File: config.mk
export PLATFORM = sky130hd
export DESIGN_NAME = t1_fbit_corruptor
export DESIGN_NICKNAME = d
export VERILOG_FILES = /design/src/rtl/t1_fbit_pkg.sv /design/src/rtl/t1_fbit_cand_sel.sv /design/src/rtl/t1_fbit_periodic.sv /design/src/rtl/t1_fbit_burst.sv /design/src/rtl/t1_fbit_corruptor.sv
export SDC_FILE = /design/constraint.sdc
export NUM_CORES = 1
export LEC_CHECK = 0
export BUFFER_PORTS_ARGS = -buffer_cell sky130_fd_sc_hd__buf_2
export CAP_MARGIN = 10
export CORE_MARGIN = 10
export CORE_UTILIZATION = 50
export CTS_BUF_LIST = sky130_fd_sc_hd__clkbuf_4
export DETAILED_ROUTE_END_ITERATION = 16
export PLACE_DENSITY_LB_ADDON = 0.12
export REMOVE_ABC_BUFFERS = 1
export SLEW_MARGIN = 10
export SYNTH_ARGS = -nofsm -noshare
export SYNTH_HDL_FRONTEND = slang
export SYNTH_SLANG_ARGS = --single-unit
File: constraint.sdc
create_clock -name clk_i -period 1.6 [get_ports clk_i]
set_clock_uncertainty 0.05 [all_clocks]
set_input_delay 0.24 -clock clk_i [delete_from_list [all_inputs] [get_ports clk_i]]
set_output_delay 0.24 -clock clk_i [all_outputs]
set_load 0.005 [all_outputs]
File: src/rtl/t1_fbit_pkg.sv
package t1_fbit_pkg;
  typedef enum logic {
    FMT_SF  = 1'b0,
    FMT_ESF = 1'b1
  } fmt_e;

  localparam int unsigned DEF_PERIOD    = 128;
  localparam int unsigned DEF_BURST_LEN = 3;
endpackage

File: src/rtl/t1_fbit_cand_sel.sv
module t1_fbit_cand_sel
  import t1_fbit_pkg::*;
(
  input  fmt_e fmt_i,
  input  logic valid_i,
  input  logic ft_slot_i,
  input  logic fps_slot_i,
  output logic cand_o
);
  always_comb begin
    unique case (fmt_i)
      FMT_SF:  cand_o = valid_i & ft_slot_i;
      FMT_ESF: cand_o = valid_i & fps_slot_i;
      default: cand_o = 1'b0;
    endcase
  end
endmodule

File: src/rtl/t1_fbit_periodic.sv
module t1_fbit_periodic #(
  parameter int unsigned PERIOD = 128,
  localparam int unsigned CNT_W = (PERIOD > 1) ? $clog2(PERIOD) : 1
) (
  input  logic             clk_i,
  input  logic             rst_ni,
  input  logic             en_i,
  input  logic             cand_i,
  output logic             hit_o,
  output logic [CNT_W-1:0] cnt_o
);
  localparam logic [CNT_W-1:0] LAST = CNT_W'(PERIOD - 1);

  logic [CNT_W-1:0] cnt_q, cnt_d;
  logic             at_last;

  generate
    if ((PERIOD & (PERIOD - 1)) == 0) begin : g_pow2
      // natural wrap
      assign at_last = &cnt_q;
    end else begin : g_cmp
      assign at_last = (cnt_q == LAST);
    end
  endgenerate

  assign hit_o = en_i & cand_i & at_last;

  always_comb begin
    cnt_d = cnt_q;
    if (!en_i)        cnt_d = '0;
    else if (cand_i)  cnt_d = at_last ? '0 : cnt_q + 1'b1;
  end

  always_ff @(posedge clk_i or negedge rst_ni) begin
    if (!rst_ni) cnt_q <= '0;
    else         cnt_q <= cnt_d;
  end

  assign cnt_o = cnt_q;
endmodule

File: src/rtl/t1_fbit_burst.sv
module t1_fbit_burst #(
  parameter int unsigned BURST_LEN = 3,
  localparam int unsigned LEFT_W = $clog2(BURST_LEN + 1)
) (
  input  logic              clk_i,
  input  logic              rst_ni,
  input  logic              ctl_i,
  input  logic              cand_i,
  output logic              hit_o,
  output logic              prev_o,
  output logic [LEFT_W-1:0] left_o
);
  logic              prev_q;
  logic [LEFT_W-1:0] left_q, left_d;
  logic              rise;

  assign rise  = ctl_i & ~prev_q;
  // the edge slot itself is excluded from the burst
  assign hit_o = cand_i & ~rise & (left_q != '0);

  always_comb begin
    left_d = left_q;
    if (rise)       left_d = LEFT_W'(BURST_LEN);
    else if (hit_o) left_d = left_q - 1'b1;
  end

  always_ff @(posedge clk_i or negedge rst_ni) begin
    if (!rst_ni) begin
      prev_q <= 1'b0;
      left_q <= '0;
    end else begin
      prev_q <= ctl_i;
      left_q <= left_d;
    end
  end

  assign prev_o = prev_q;
  assign left_o = left_q;
endmodule

File: src/rtl/t1_fbit_corruptor.sv
module t1_fbit_corruptor
  import t1_fbit_pkg::*;
#(
  parameter int unsigned PERIOD    = DEF_PERIOD,
  parameter int unsigned BURST_LEN = DEF_BURST_LEN,
  localparam int unsigned CNT_W  = (PERIOD > 1) ? $clog2(PERIOD) : 1,
  localparam int unsigned LEFT_W = $clog2(BURST_LEN + 1)
) (
  input  logic clk_i,
  input  logic rst_ni,
  input  logic esf_mode_i,
  input  logic fbit_i,
  input  logic fbit_valid_i,
  input  logic ft_slot_i,
  input  logic fps_slot_i,
  input  logic periodic_en_i,
  input  logic burst_ctl_i,
  output logic fbit_o,
  output logic fbit_valid_o
);
  logic              cand;
  logic              per_hit, burst_hit;
  logic [CNT_W-1:0]  per_cnt;
  logic [LEFT_W-1:0] burst_left;
  logic              burst_prev;
  fmt_e              fmt;

  assign fmt = fmt_e'(esf_mode_i);

  t1_fbit_cand_sel u_sel (
    .fmt_i      (fmt),
    .valid_i    (fbit_valid_i),
    .ft_slot_i  (ft_slot_i),
    .fps_slot_i (fps_slot_i),
    .cand_o     (cand)
  );

  t1_fbit_periodic #(.PERIOD(PERIOD)) u_per (
    .clk_i  (clk_i),
    .rst_ni (rst_ni),
    .en_i   (periodic_en_i),
    .cand_i (cand),
    .hit_o  (per_hit),
    .cnt_o  (per_cnt)
  );

  t1_fbit_burst #(.BURST_LEN(BURST_LEN)) u_burst (
    .clk_i  (clk_i),
    .rst_ni (rst_ni),
    .ctl_i  (burst_ctl_i),
    .cand_i (cand),
    .hit_o  (burst_hit),
    .prev_o (burst_prev),
    .left_o (burst_left)
  );

  always_ff @(posedge clk_i or negedge rst_ni) begin
    if (!rst_ni) begin
      fbit_o       <= 1'b0;
      fbit_valid_o <= 1'b0;
    end else begin
      fbit_o       <= fbit_i ^ (per_hit | burst_hit);
      fbit_valid_o <= fbit_valid_i;
    end
  end
endmodule

==> summary.txt, run 1 <==
CTS
  – Clock-pin slew on the worst setup and hold paths: 0.07 ns
  – Bufs on Longest Clock Path: 2
  – Clk sink count: 12
  – Post-CTS sizing: 0
  – Total CTS buffers: 3
  – CTS root buf: clkbuf_4
  – H-tree levels: 1
  – CTS tree: built
  – Worst skew pair latency: 0.27 ns
  – Setup repair bufs after CTS: 0

Yosys
  – Post-synthesis register bit count: 12
  – Area share of the largest cell type after synthesis: 0.438
  – Mapped Cells: 67
  – Ys Warns: 0
  – Cell taking the most area after synthesis: dfrtp_1
  – Synth area leaders: dfrtp_1, o211ai_1, mux2i_1
  – Distinct cells, synth: 26
  – Cell Area, Synth: 686 um2
  – Sequential area share after synthesis: 0.438
  – Avg Cell Area, Syn: 10.2 um2

Global routing
  – Largest net degree at the start of global routing: 13
  – Antenna violations before repair: 0
  – Grt ovf: 0
  – Vias in the first global route: just over 500
  – Gr usage total: 0.0862
  – First-pass GRT wire length: 2.33 mm

STA
  – Slew Viols, Final: 0
  – Sum Neg Setup Slack: 0 ns
  – Slew of the pin with the lowest slew margin: 0.434 ns
  – Rel. slew slack: 0.709
  – Fmax: 706 MHz
  – Final Hold Vio Count: 0
  – RSZ-0062 raised after global routing: no
  – Final worst slack: 0.184 ns
  – Tcrit/Tclk final: 0.885
  – Post-route minimum period: between 1 and 1.5 ns
  – Final setup violation count: 0

Route
  – DR pass1 iterations: 4
  – Final wirelength: between 1 and 1.5 mm
  – DR vias: 571
  – Number of routed nets with antenna violations: 0
  – Via density: 6.01
  – Initial drt markers: 27
  – WL/cell: 14.9 um
  – # DRC: 0

Die
  – Die area: between 0.003 and 0.004 mm2
  – Number of cell rows: 13
  – Top Ports: 11
  – Starting density of the core: 0.527
  – CORE AREA: between 0.001 and 0.0015 mm2
  – Die H: 57.0 um
  – Width of the die: about 57 um

Final layout
  – ANT cells: 0
  – Share of cells above drive strength 1: 0.238
  – Layout Nets: 93
  – Post-route cell area: 772 um2
  – Area delta synth->final: 12.6%

Worst setup path
  – Reg-to-reg endpoint: u_per.cnt_o[6]
  – Crit Path Max Fanout: 7
  – CP required: 1.75 ns
  – Worst-case register-to-register setup slack: 0.18 ns
  – CP max stage cell: dfrtp_1
  – Crit path kind: reg2reg
  – Crit path max-delay family: simple AND/OR/NAND/NOR gates
  – CP startpoint kind: flop
  – CP arrival: 1.57 ns
  – Critical path endpoint category: flop
  – Buffers & Inverters on Critical Path: 0
  – Reg2Reg Depth: 3
  – Worst-path cell chain: nand4_4 -> or4_1 -> a21oi_1
  – Worst reg2reg startpoint: u_per.cnt_o[3]
  – Crit path largest cell delay: ~0.5 ns

Placed design
  – Routability Congestion: 0.835
  – Worst slack at placement: 0.189 ns
  – Hpwl dp: 1.03 mm
  – I/O Buffers: 10
  – Placed Area: 739 um2

Worst hold path
  – Min-Delay Endpoint: u_burst.prev_o
  – Min-delay src: burst_ctl_i
  – Min-delay worst type: in2reg
  – Hold depth: 1

Run
  – Max cap viols: 0

Pwr
  – Power Total: 632 uW
  – PD cells: 819 mW/mm2
  – Peak VDD IR: 0.000616 V
  – Leakage: around 0.34 nW

Outcome
  – Status: completed
state kept, by name, indices dropped and copies added, names as in the netlist:
| signal | cells |
|---|---|
| u_per.cnt_o | 7 |
| u_burst.left_o | 2 |
| fbit_o | 1 |
| fbit_valid_o | 1 |
| u_burst.prev_o | 1 |
final cells by class:
class | instances | area (um2)
fill | 113 | 529
multi-input combinational | 49 | 348
sequential | 12 | 300
timing repair buffer | 12 | 67.6
clock buffer | 3 | 22.5
tap | 15 | 18.8
inverter | 4 | 15.0
kinds of logic after synthesis:
group	share of synthesized area
buffers and inverters	0.0547
and+or+nand+nor	0.195
AOI/OAI and AO/OA	0.215
adders and majority gates	0.0365
muxes	0.0602
DFF	0.438
timing repair:
action | in CTS | in global routing
endpoints found under the setup margin | 0 | 0
hold endpoints to repair | 12 | 0
hold buffers | 1 | 0
per-layer routing:
layer | global-route usage | share of wire | wire length [um] | up-vias
li1 | - | - | - | 287
met1 | 0.108 | 0.47 | 664 | 263
met2 | 0.124 | 0.42 | 597 | 19
met3 | 0.0553 | 0.099 | 140 | 2
met4 | 0.0101 | 0.0071 | 10 | 0
met5 | 0 | 0 | 0 | -
per-stage QoR:
step	utilization	std cells	hold WS [ns]
after floorplan	-	65	-0.106
after global placement	0.568	91	0.0817
after detailed placement	0.568	91	0.0804
after CTS	0.593	95	0.0364
final	0.593	95	0.0427
after global routing	0.593	95	0.0276
Yosys cell counts:
library cell,n
nor4_1,1
ha_1,2
nand3_1,3
a21oi_1,5
buf_4,1
buf_8,1
o22a_2,2
o221ai_1,1
o211ai_1,5
inv_1,4
or3_1,2
o31ai_1,3
a311o_1,1
mux2_2,1
mux2i_1,3
o21ai_0,3
nand2_1,5
o2111ai_1,1
nor2b_1,2
nor3_1,1
nand4b_1,1
or3_2,1
or4_1,2
nor2_1,3
nand4_4,1
dfrtp_1,12
where the power goes:
group,switching (mW),internal (mW),leakage (nW)
Combinational,0.0629,0.0534,0.171
Sequential,0.0117,0.327,0.152
Clock,0.0903,0.0870,0.0138
placed cells by master (no fill, tap or decap):
master | synthesis | final
or4_1 | 2 | 2
nand2_1 | 5 | 5
o31ai_1 | 3 | 3
nor2_1 | 3 | 3
o22a_2 | 2 | 2
dlygate4sd3_1 | 0 | 1
o2111ai_1 | 1 | 1
o211ai_1 | 5 | 5
o21ai_0 | 3 | 3
buf_4 | 1 | 1
nand4_4 | 1 | 1
a311o_1 | 1 | 1
nor4_1 | 1 | 1
or3_1 | 2 | 2
nand4b_1 | 1 | 1
buf_2 | 0 | 10
nor2b_1 | 2 | 2
ha_1 | 2 | 2
nor3_1 | 1 | 1
o221ai_1 | 1 | 1
clkbuf_4 | 0 | 3
mux2i_1 | 3 | 3
inv_1 | 4 | 4
or3_2 | 1 | 1
nand3_1 | 3 | 3
dfrtp_1 | 12 | 12
mux2_2 | 1 | 1
a21oi_1 | 5 | 5
how the worst max path moves through the flow:
stage / from / to / slack [ns] / cells after the start
2_1_floorplan: esf_mode_i / u_per.cnt_o[5] / 0.24 / 3
3_3_place_gp: esf_mode_i / u_per.cnt_o[5] / 0.22 / 5
3_5_place_dp: esf_mode_i / u_burst.left_o[0] / 0.19 / 5
4_1_cts: u_per.cnt_o[3] / u_per.cnt_o[5] / 0.19 / 3
5_1_grt: u_per.cnt_o[0] / u_per.cnt_o[6] / 0.07 / 4
6_report: u_per.cnt_o[3] / u_per.cnt_o[6] / 0.18 / 3
(Power assumes the default switching activity.)
==> inputs of run 2 (changes only) <==
--- a/config.mk
+++ b/config.mk
@@ -12,6 +12,7 @@
 export CTS_BUF_LIST = sky130_fd_sc_hd__clkbuf_4
 export DETAILED_ROUTE_END_ITERATION = 16
 export PLACE_DENSITY_LB_ADDON = 0.12
+export RECOVER_POWER = 50
 export REMOVE_ABC_BUFFERS = 1
 export SLEW_MARGIN = 10
 export SYNTH_ARGS = -nofsm -noshare
==> run 2 against run 1 <==
Largest power group unchanged. Count of clock-buffer cells in the layout is the same. Sequential share of layout area increased by 0.13 points. Global-route usage stayed put. Fmax grew 0.48%. Critical path depth stayed put. Combinational power barely moved. Core utilization is 0.19 points lower.
==> summary.txt, run 2 (synthesized netlist as in run 1, its figures left out) <==
Worst setup path
  – Worst Setup SP: u_per.cnt_o[3]
  – Crit path max-delay family: simple AND/OR/NAND/NOR gates
  – Crit path kind: reg2reg
  – CP max stage cell: or4_1
  – Worst-path cell chain: nand4_4 -> or4_1 -> a21oi_1
  – Buffers & Inverters on Critical Path: 0 (unchanged)
  – CP required: 1.75 ns (about the same)
  – CP arrival: 1.56 ns (about the same)
  – Critical path endpoint category: flop
  – Crit Path Max Fanout: 7 (unchanged)
  – Crit path largest cell delay: 0.49 ns (about the same)
  – CP startpoint kind: flop
  – Worst reg2reg startpoint: u_per.cnt_o[3]

Global routing
  – Vias in the first global route: 517 (unchanged)
  – First-pass GRT wire length: 2.33 mm (unchanged)
  – GR Layer Usage met1: 0.108 (unchanged)
  – Antenna violations before repair: 0 (unchanged)
  – Grt ovf: 0 (unchanged)
  – Met2 usage: 0.124 (unchanged)
  – Gr usage total: 0.0862 (unchanged)
  – Top Usage Layer GRT: met2
  – Met3 Resource Use GR: 0.0553 (unchanged)
  – Largest net degree at the start of global routing: 13 (unchanged)

Route
  – Via density: 6.03 (+0.35%)
  – Initial drt markers: 27 (unchanged)
  – WL/cell: 14.7 um (-0.92%)
  – Final wirelength: 1.40 mm (-0.92%)
  – # DRC: 0 (unchanged)
  – Number of routed nets with antenna violations: 0 (unchanged)
  – DR vias: 573 (+0.35%)
  – DR pass1 iterations: 4 (unchanged)

STA
  – Sum Neg Setup Slack: 0 ns (unchanged)
  – Tcrit/Tclk final: 0.881 (-0.00424)
  – Rel. slew slack: 0.575 (-0.134)
  – Post-route minimum period: 1.41 ns (-0.00679 ns)
  – Slew of the pin with the lowest slew margin: 0.637 ns (+0.204 ns)
  – RSZ-0062 raised after global routing: no
  – Slew Viols, Final: 0 (unchanged)
  – Final setup violation count: 0 (unchanged)
  – Fmax: 710 MHz (+0.48%)
  – Final Hold Vio Count: 0 (unchanged)
  – Final worst slack: 0.191 ns (+0.00679 ns)

Placed design
  – I/O Buffers: 10 (unchanged)
  – Placed Area: 739 um2 (unchanged)
  – Worst slack at placement: 0.189 ns (unchanged)
  – Hpwl dp: 1.03 mm (unchanged)
  – Routability Congestion: 0.835 (unchanged)

CTS
  – Post-CTS sizing: 0 (unchanged)
  – Total CTS buffers: 3 (unchanged)
  – CTS Hold Bufs: 1 (unchanged)
  – Setup repair bufs after CTS: 0 (unchanged)
  – Worst skew pair latency: 0.27 ns (about the same)
  – Clock-pin slew on the worst setup and hold paths: 0.08 ns (about the same)
  – CTS root buf: clkbuf_4
  – Bufs on Longest Clock Path: 2 (unchanged)
  – Clk sink count: 12 (unchanged)
  – H-tree levels: 1 (unchanged)
  – CTS tree: built

Worst hold path
  – Min-delay src: burst_ctl_i
  – Min-delay worst type: in2reg

Final layout
  – ANT cells: 0 (unchanged)
  – Share of cells above drive strength 1: 0.213 (-0.0250)
  – Commonest non-fill, non-tap cell in the layout: dfrtp_1
  – Most frequent cells in the layout: dfrtp_1, buf_2, o211ai_1, nand2_1, a21oi_1
  – Fillcell total: 115 (+1.8%)
  – Max reg flops: 7 (unchanged)
  – Post-route cell area: 769 um2 (-0.32%)
  – Layout Nets: 93 (unchanged)
  – Area delta synth->final: 12.2%

Pwr
  – Leakage: 0.331 nW (-1.6%)
  – Peak VDD IR: 0.000620 V (+0.62%)
  – PD cells: 825 mW/mm2 (+0.73%)

Die
  – CORE AREA: 0.00130 mm2 (unchanged)
  – Number of cell rows: 13 (unchanged)
  – Die area: 0.00325 mm2 (unchanged)
  – Width of the die: 57.0 um (unchanged)
  – Starting density of the core: 0.527 (unchanged)
  – Die H: 57.0 um (unchanged)
  – Top Ports: 11 (unchanged)

Run
  – Max cap viols: 0 (unchanged)

Outcome
  – Status: completed
run 2: path summary, 6_finish.rpt:
check	depth (start not counted)	endpoint	slack, ns
min in group asynchronous	2	fbit_valid_o	0.44
worst min-delay path	1	u_burst.prev_o	0.04
worst max register to register	3	u_per.cnt_o[6]	0.19
worst max-delay path	3	u_per.cnt_o[6]	0.19
max in group asynchronous	2	u_burst.left_o[0]	0.64
worst min register to register	1	u_per.cnt_o[0]	0.47
run 2: per-layer routing:
metal / share of wire / vias up / wire (um)
met2: 0.43 / 17 / 602
met4: 0.0071 / 0 / 10
met1: 0.47 / 267 / 659
met5: 0 / - / 0
li1: - / 287 / -
met3: 0.091 / 2 / 127
run 2: power by group:
part           leakage (nW)  internal, mW  switching [mW]  total (mW)
Clock                0.0138        0.0870          0.0933       0.180
Combinational         0.165        0.0527          0.0632       0.116
Sequential            0.152         0.327          0.0117       0.339
Total                 0.331         0.467           0.168       0.635
run 2: per-stage QoR:
stage	cells	hold WS, ns	util	total power [mW]
2_1_floorplan	65	-0.106	-	0.414
3_3_place_gp	91	0.0817	0.568	0.456
3_5_place_dp	91	0.0804	0.568	0.459
4_1_cts	95	0.0364	0.593	0.639
5_1_grt	95	0.0276	0.591	0.675
6_report	95	0.0425	0.591	0.635
run 2: cell type report:
| cell class | instances | area (um2) | share of cell area |
|---|---|---|---|
| inverters | 4 | 15.0 | 0.0195 |
| clock buffers | 3 | 22.5 | 0.0293 |
| repair buffers | 12 | 65.1 | 0.0846 |
| well taps | 15 | 18.8 | 0.0244 |
| flip-flops and latches | 12 | 300 | 0.390 |
| multi-input cells | 49 | 348 | 0.452 |
==> inputs of run 3 (changes only) <==
--- a/config.mk
+++ b/config.mk
@@ -8,7 +8,7 @@
 export BUFFER_PORTS_ARGS = -buffer_cell sky130_fd_sc_hd__buf_2
 export CAP_MARGIN = 10
 export CORE_MARGIN = 10
-export CORE_UTILIZATION = 50
+export CORE_UTILIZATION = 35
 export CTS_BUF_LIST = sky130_fd_sc_hd__clkbuf_4
 export DETAILED_ROUTE_END_ITERATION = 16
 export PLACE_DENSITY_LB_ADDON = 0.12
==> run 3 against run 2 <==
Sequential power hardly changed. Final area is 2.0% higher. Core utilization is 15 points lower. Sequential share of layout area is 0.75 points lower. Worst setup slack worse by 0.038 ns. Via count is 1.7% lower. Global-route usage is 0.65 points lower. Routed wire length is 6.7% higher. Register-to-register slack worse by 0.04 ns. Critical path type unchanged.
==> summary.txt, run 3 (synthesized netlist as in run 1, its figures left out) <==
Die
  – Die H: 64.3 um (+13%)
  – Width of the die: 64.3 um (+13%)
  – Die area: 0.00413 mm2 (+27%)
  – CORE AREA: 0.00178 mm2 (+37%)
  – Top Ports: 11 (unchanged)
  – Starting density of the core: 0.385 (-0.142)
  – Number of cell rows: 15 (+2)

Placed design
  – Placed Area: 752 um2 (+1.7%)
  – Routability Congestion: 0.785 (-6.0%)
  – I/O Buffers: 10 (unchanged)

Pwr
  – Combinational group share of total power: 0.176 (-0.007)
  – Peak VDD IR: 0.000347 V (-44%)
  – Power Total: 648 uW (+2.1%)
  – Leakage: 0.330 nW (-0.36%)
  – Sw Share: 0.277 (+0.0116)
  – PD cells: 826 mW/mm2 (+0.17%)
  – Sequential power share: 0.523 (-0.010)
  – P_sw: 179 uW (+6.6%)
  – Internal power: 469 uW (+0.51%)
  – Clock power share: 0.301 (+0.017)

Global routing
  – Met3 Resource Use GR: 0.0331 (-0.0222)
  – Antenna violations before repair: 0 (unchanged)
  – Vias in the first global route: 555 (+7.4%)
  – GR Layer Usage met1: 0.0991 (-0.00934)
  – Largest net degree at the start of global routing: 14 (+1)
  – Grt ovf: 0 (unchanged)
  – Top Usage Layer GRT: met2
  – Met2 usage: 0.111 (-0.0132)
  – Gr usage total: 0.0797 (-0.00651)
  – First-pass GRT wire length: 2.70 mm (+16%)

Route
  – WL/cell: 14.1 um (-4.4%)
  – Final wirelength: 1.49 mm (+6.7%)
  – # DRC: 0 (unchanged)
  – Initial drt markers: 9 (-67%)
  – DR pass1 iterations: 4 (unchanged)
  – Number of routed nets with antenna violations: 0 (unchanged)
  – DR vias: 563 (-1.7%)
  – Via density: 5.31 (-12%)

Final layout
  – Share of cells above drive strength 1: 0.198 (-0.0150)
  – Max reg flops: 7 (unchanged)
  – ANT cells: 0 (unchanged)
  – Post-route cell area: 785 um2 (+2.0%)
  – Area delta synth->final: 14.4%
  – Commonest non-fill, non-tap cell in the layout: dfrtp_1
  – Layout Nets: 93 (unchanged)
  – Most frequent cells in the layout: dfrtp_1, buf_2, o211ai_1, nand2_1, a21oi_1

STA
  – Rel. slew slack: 0.575 (about the same)
  – Final hold slack: 0.0332 ns (-0.00939 ns)
  – Tcrit/Tclk final: 0.904 (+0.0239)
  – Sum Neg Setup Slack: 0 ns (unchanged)
  – Post-route minimum period: 1.45 ns (+0.0382 ns)
  – Fmax: 691 MHz (-2.6%)
  – RSZ-0062 raised after global routing: no
  – Slew Viols, Final: 0 (unchanged)
  – Slew of the pin with the lowest slew margin: 0.637 ns (-0.000125 ns)
  – Final Hold Vio Count: 0 (unchanged)
  – Final setup violation count: 0 (unchanged)

Outcome
  – Status: completed

Worst hold path
  – Min-delay worst type: in2reg
  – Hold depth: 1 (unchanged)

CTS
  – H-tree levels: 1 (unchanged)
  – Clk sink count: 12 (unchanged)
  – Post-CTS sizing: 0 (unchanged)
  – Bufs on Longest Clock Path: 2 (unchanged)
  – CTS root buf: clkbuf_4
  – CTS tree: built
  – Clock-pin slew on the worst setup and hold paths: 0.08 ns (about the same)
  – Total CTS buffers: 3 (unchanged)
  – Worst skew pair latency: 0.27 ns (about the same)

Worst setup path
  – Critical path endpoint category: flop
  – Crit Path Max Fanout: 7 (unchanged)
  – CP max stage cell: dfrtp_1
  – CP arrival: 1.56 ns (about the same)
  – Crit path kind: reg2reg
  – Worst-path cell chain: nand4_4 -> o22a_2 -> a311o_1
  – CP required: 1.71 ns (-0.04 ns)
  – CP startpoint kind: flop
  – Crit path largest cell delay: 0.50 ns (about the same)
  – Reg2Reg Depth: 3 (unchanged)

Run
  – Max cap viols: 0 (unchanged)
[run 3: cell count changes in the layout (fill, tap and decap cells not counted), sizes merged]
cell    delta
clkbuf     +1
buf        -1
clkinv     +1
[run 3: critical path: cells and delay by family (launching register included)]
kind	cells	cell delay (ns)
AOI/OAI and AO/OA	2	0.61
DFF	1	0.50
and+or+nand+nor	1	0.17
[run 3: area by class of cell]
| cell class | instances | area [um2] |
|---|---|---|
| multi-input cells | 49 | 348 |
| clock inverters | 1 | 3.75 |
| fillers | 192 | 998 |
| clock buffers | 3 | 22.5 |
| inverters | 4 | 15.0 |
| well taps | 25 | 31.3 |
| repair buffers | 12 | 63.8 |
| flip-flops and latches | 12 | 300 |
[run 3: per-layer routing]
| metal | share of wire | up-vias |
|---|---|---|
| met5 | 0 | - |
| met4 | 0.017 | 0 |
| met3 | 0.088 | 4 |
| met2 | 0.43 | 15 |
| met1 | 0.47 | 260 |
| li1 | - | 284 |
[run 3: per-stage QoR]
stage          worst slack (ns)  instances  utilization
2_1_floorplan             0.236         65            -
3_3_place_gp              0.195        101        0.422
3_5_place_dp              0.176        101        0.422
4_1_cts                   0.160        106        0.442
5_1_grt                  0.0423        106        0.440
6_report                  0.153        106        0.440
[run 3: worst paths after layout]
path | startpoint | endpoint | slack (ns)
setup / recovery | u_per.cnt_o[3] | u_per.cnt_o[5] | 0.15
hold / removal | burst_ctl_i | u_burst.prev_o | 0.03
setup reg to reg | u_per.cnt_o[3] | u_per.cnt_o[5] | 0.15
hold reg to reg | u_per.cnt_o[0] | u_per.cnt_o[0] | 0.48
max in group asynchronous | rst_ni | u_per.cnt_o[1] | 0.62
min in group asynchronous | rst_ni | u_per.cnt_o[5] | 0.47
[run 3: repair_timing]
| action | 4_1_cts | 5_1_grt |
|---|---|---|
| endpoints found under the setup margin | 0 | 0 |
| hold endpoints to repair | 12 | 0 |
| setup buffers | 0 | 0 |
| hold buffers | 1 | 0 |
[run 3: power by group through the flow]
stage | clock network (mW) | logic (mW) | registers [mW]
final | 0.195 | 0.114 | 0.339
after global placement | 0 | 0.114 | 0.344
after global routing | 0.218 | 0.132 | 0.341
after detailed placement | 0 | 0.116 | 0.345
after floorplan | 0 | 0.0709 | 0.343
after CTS | 0.201 | 0.118 | 0.339
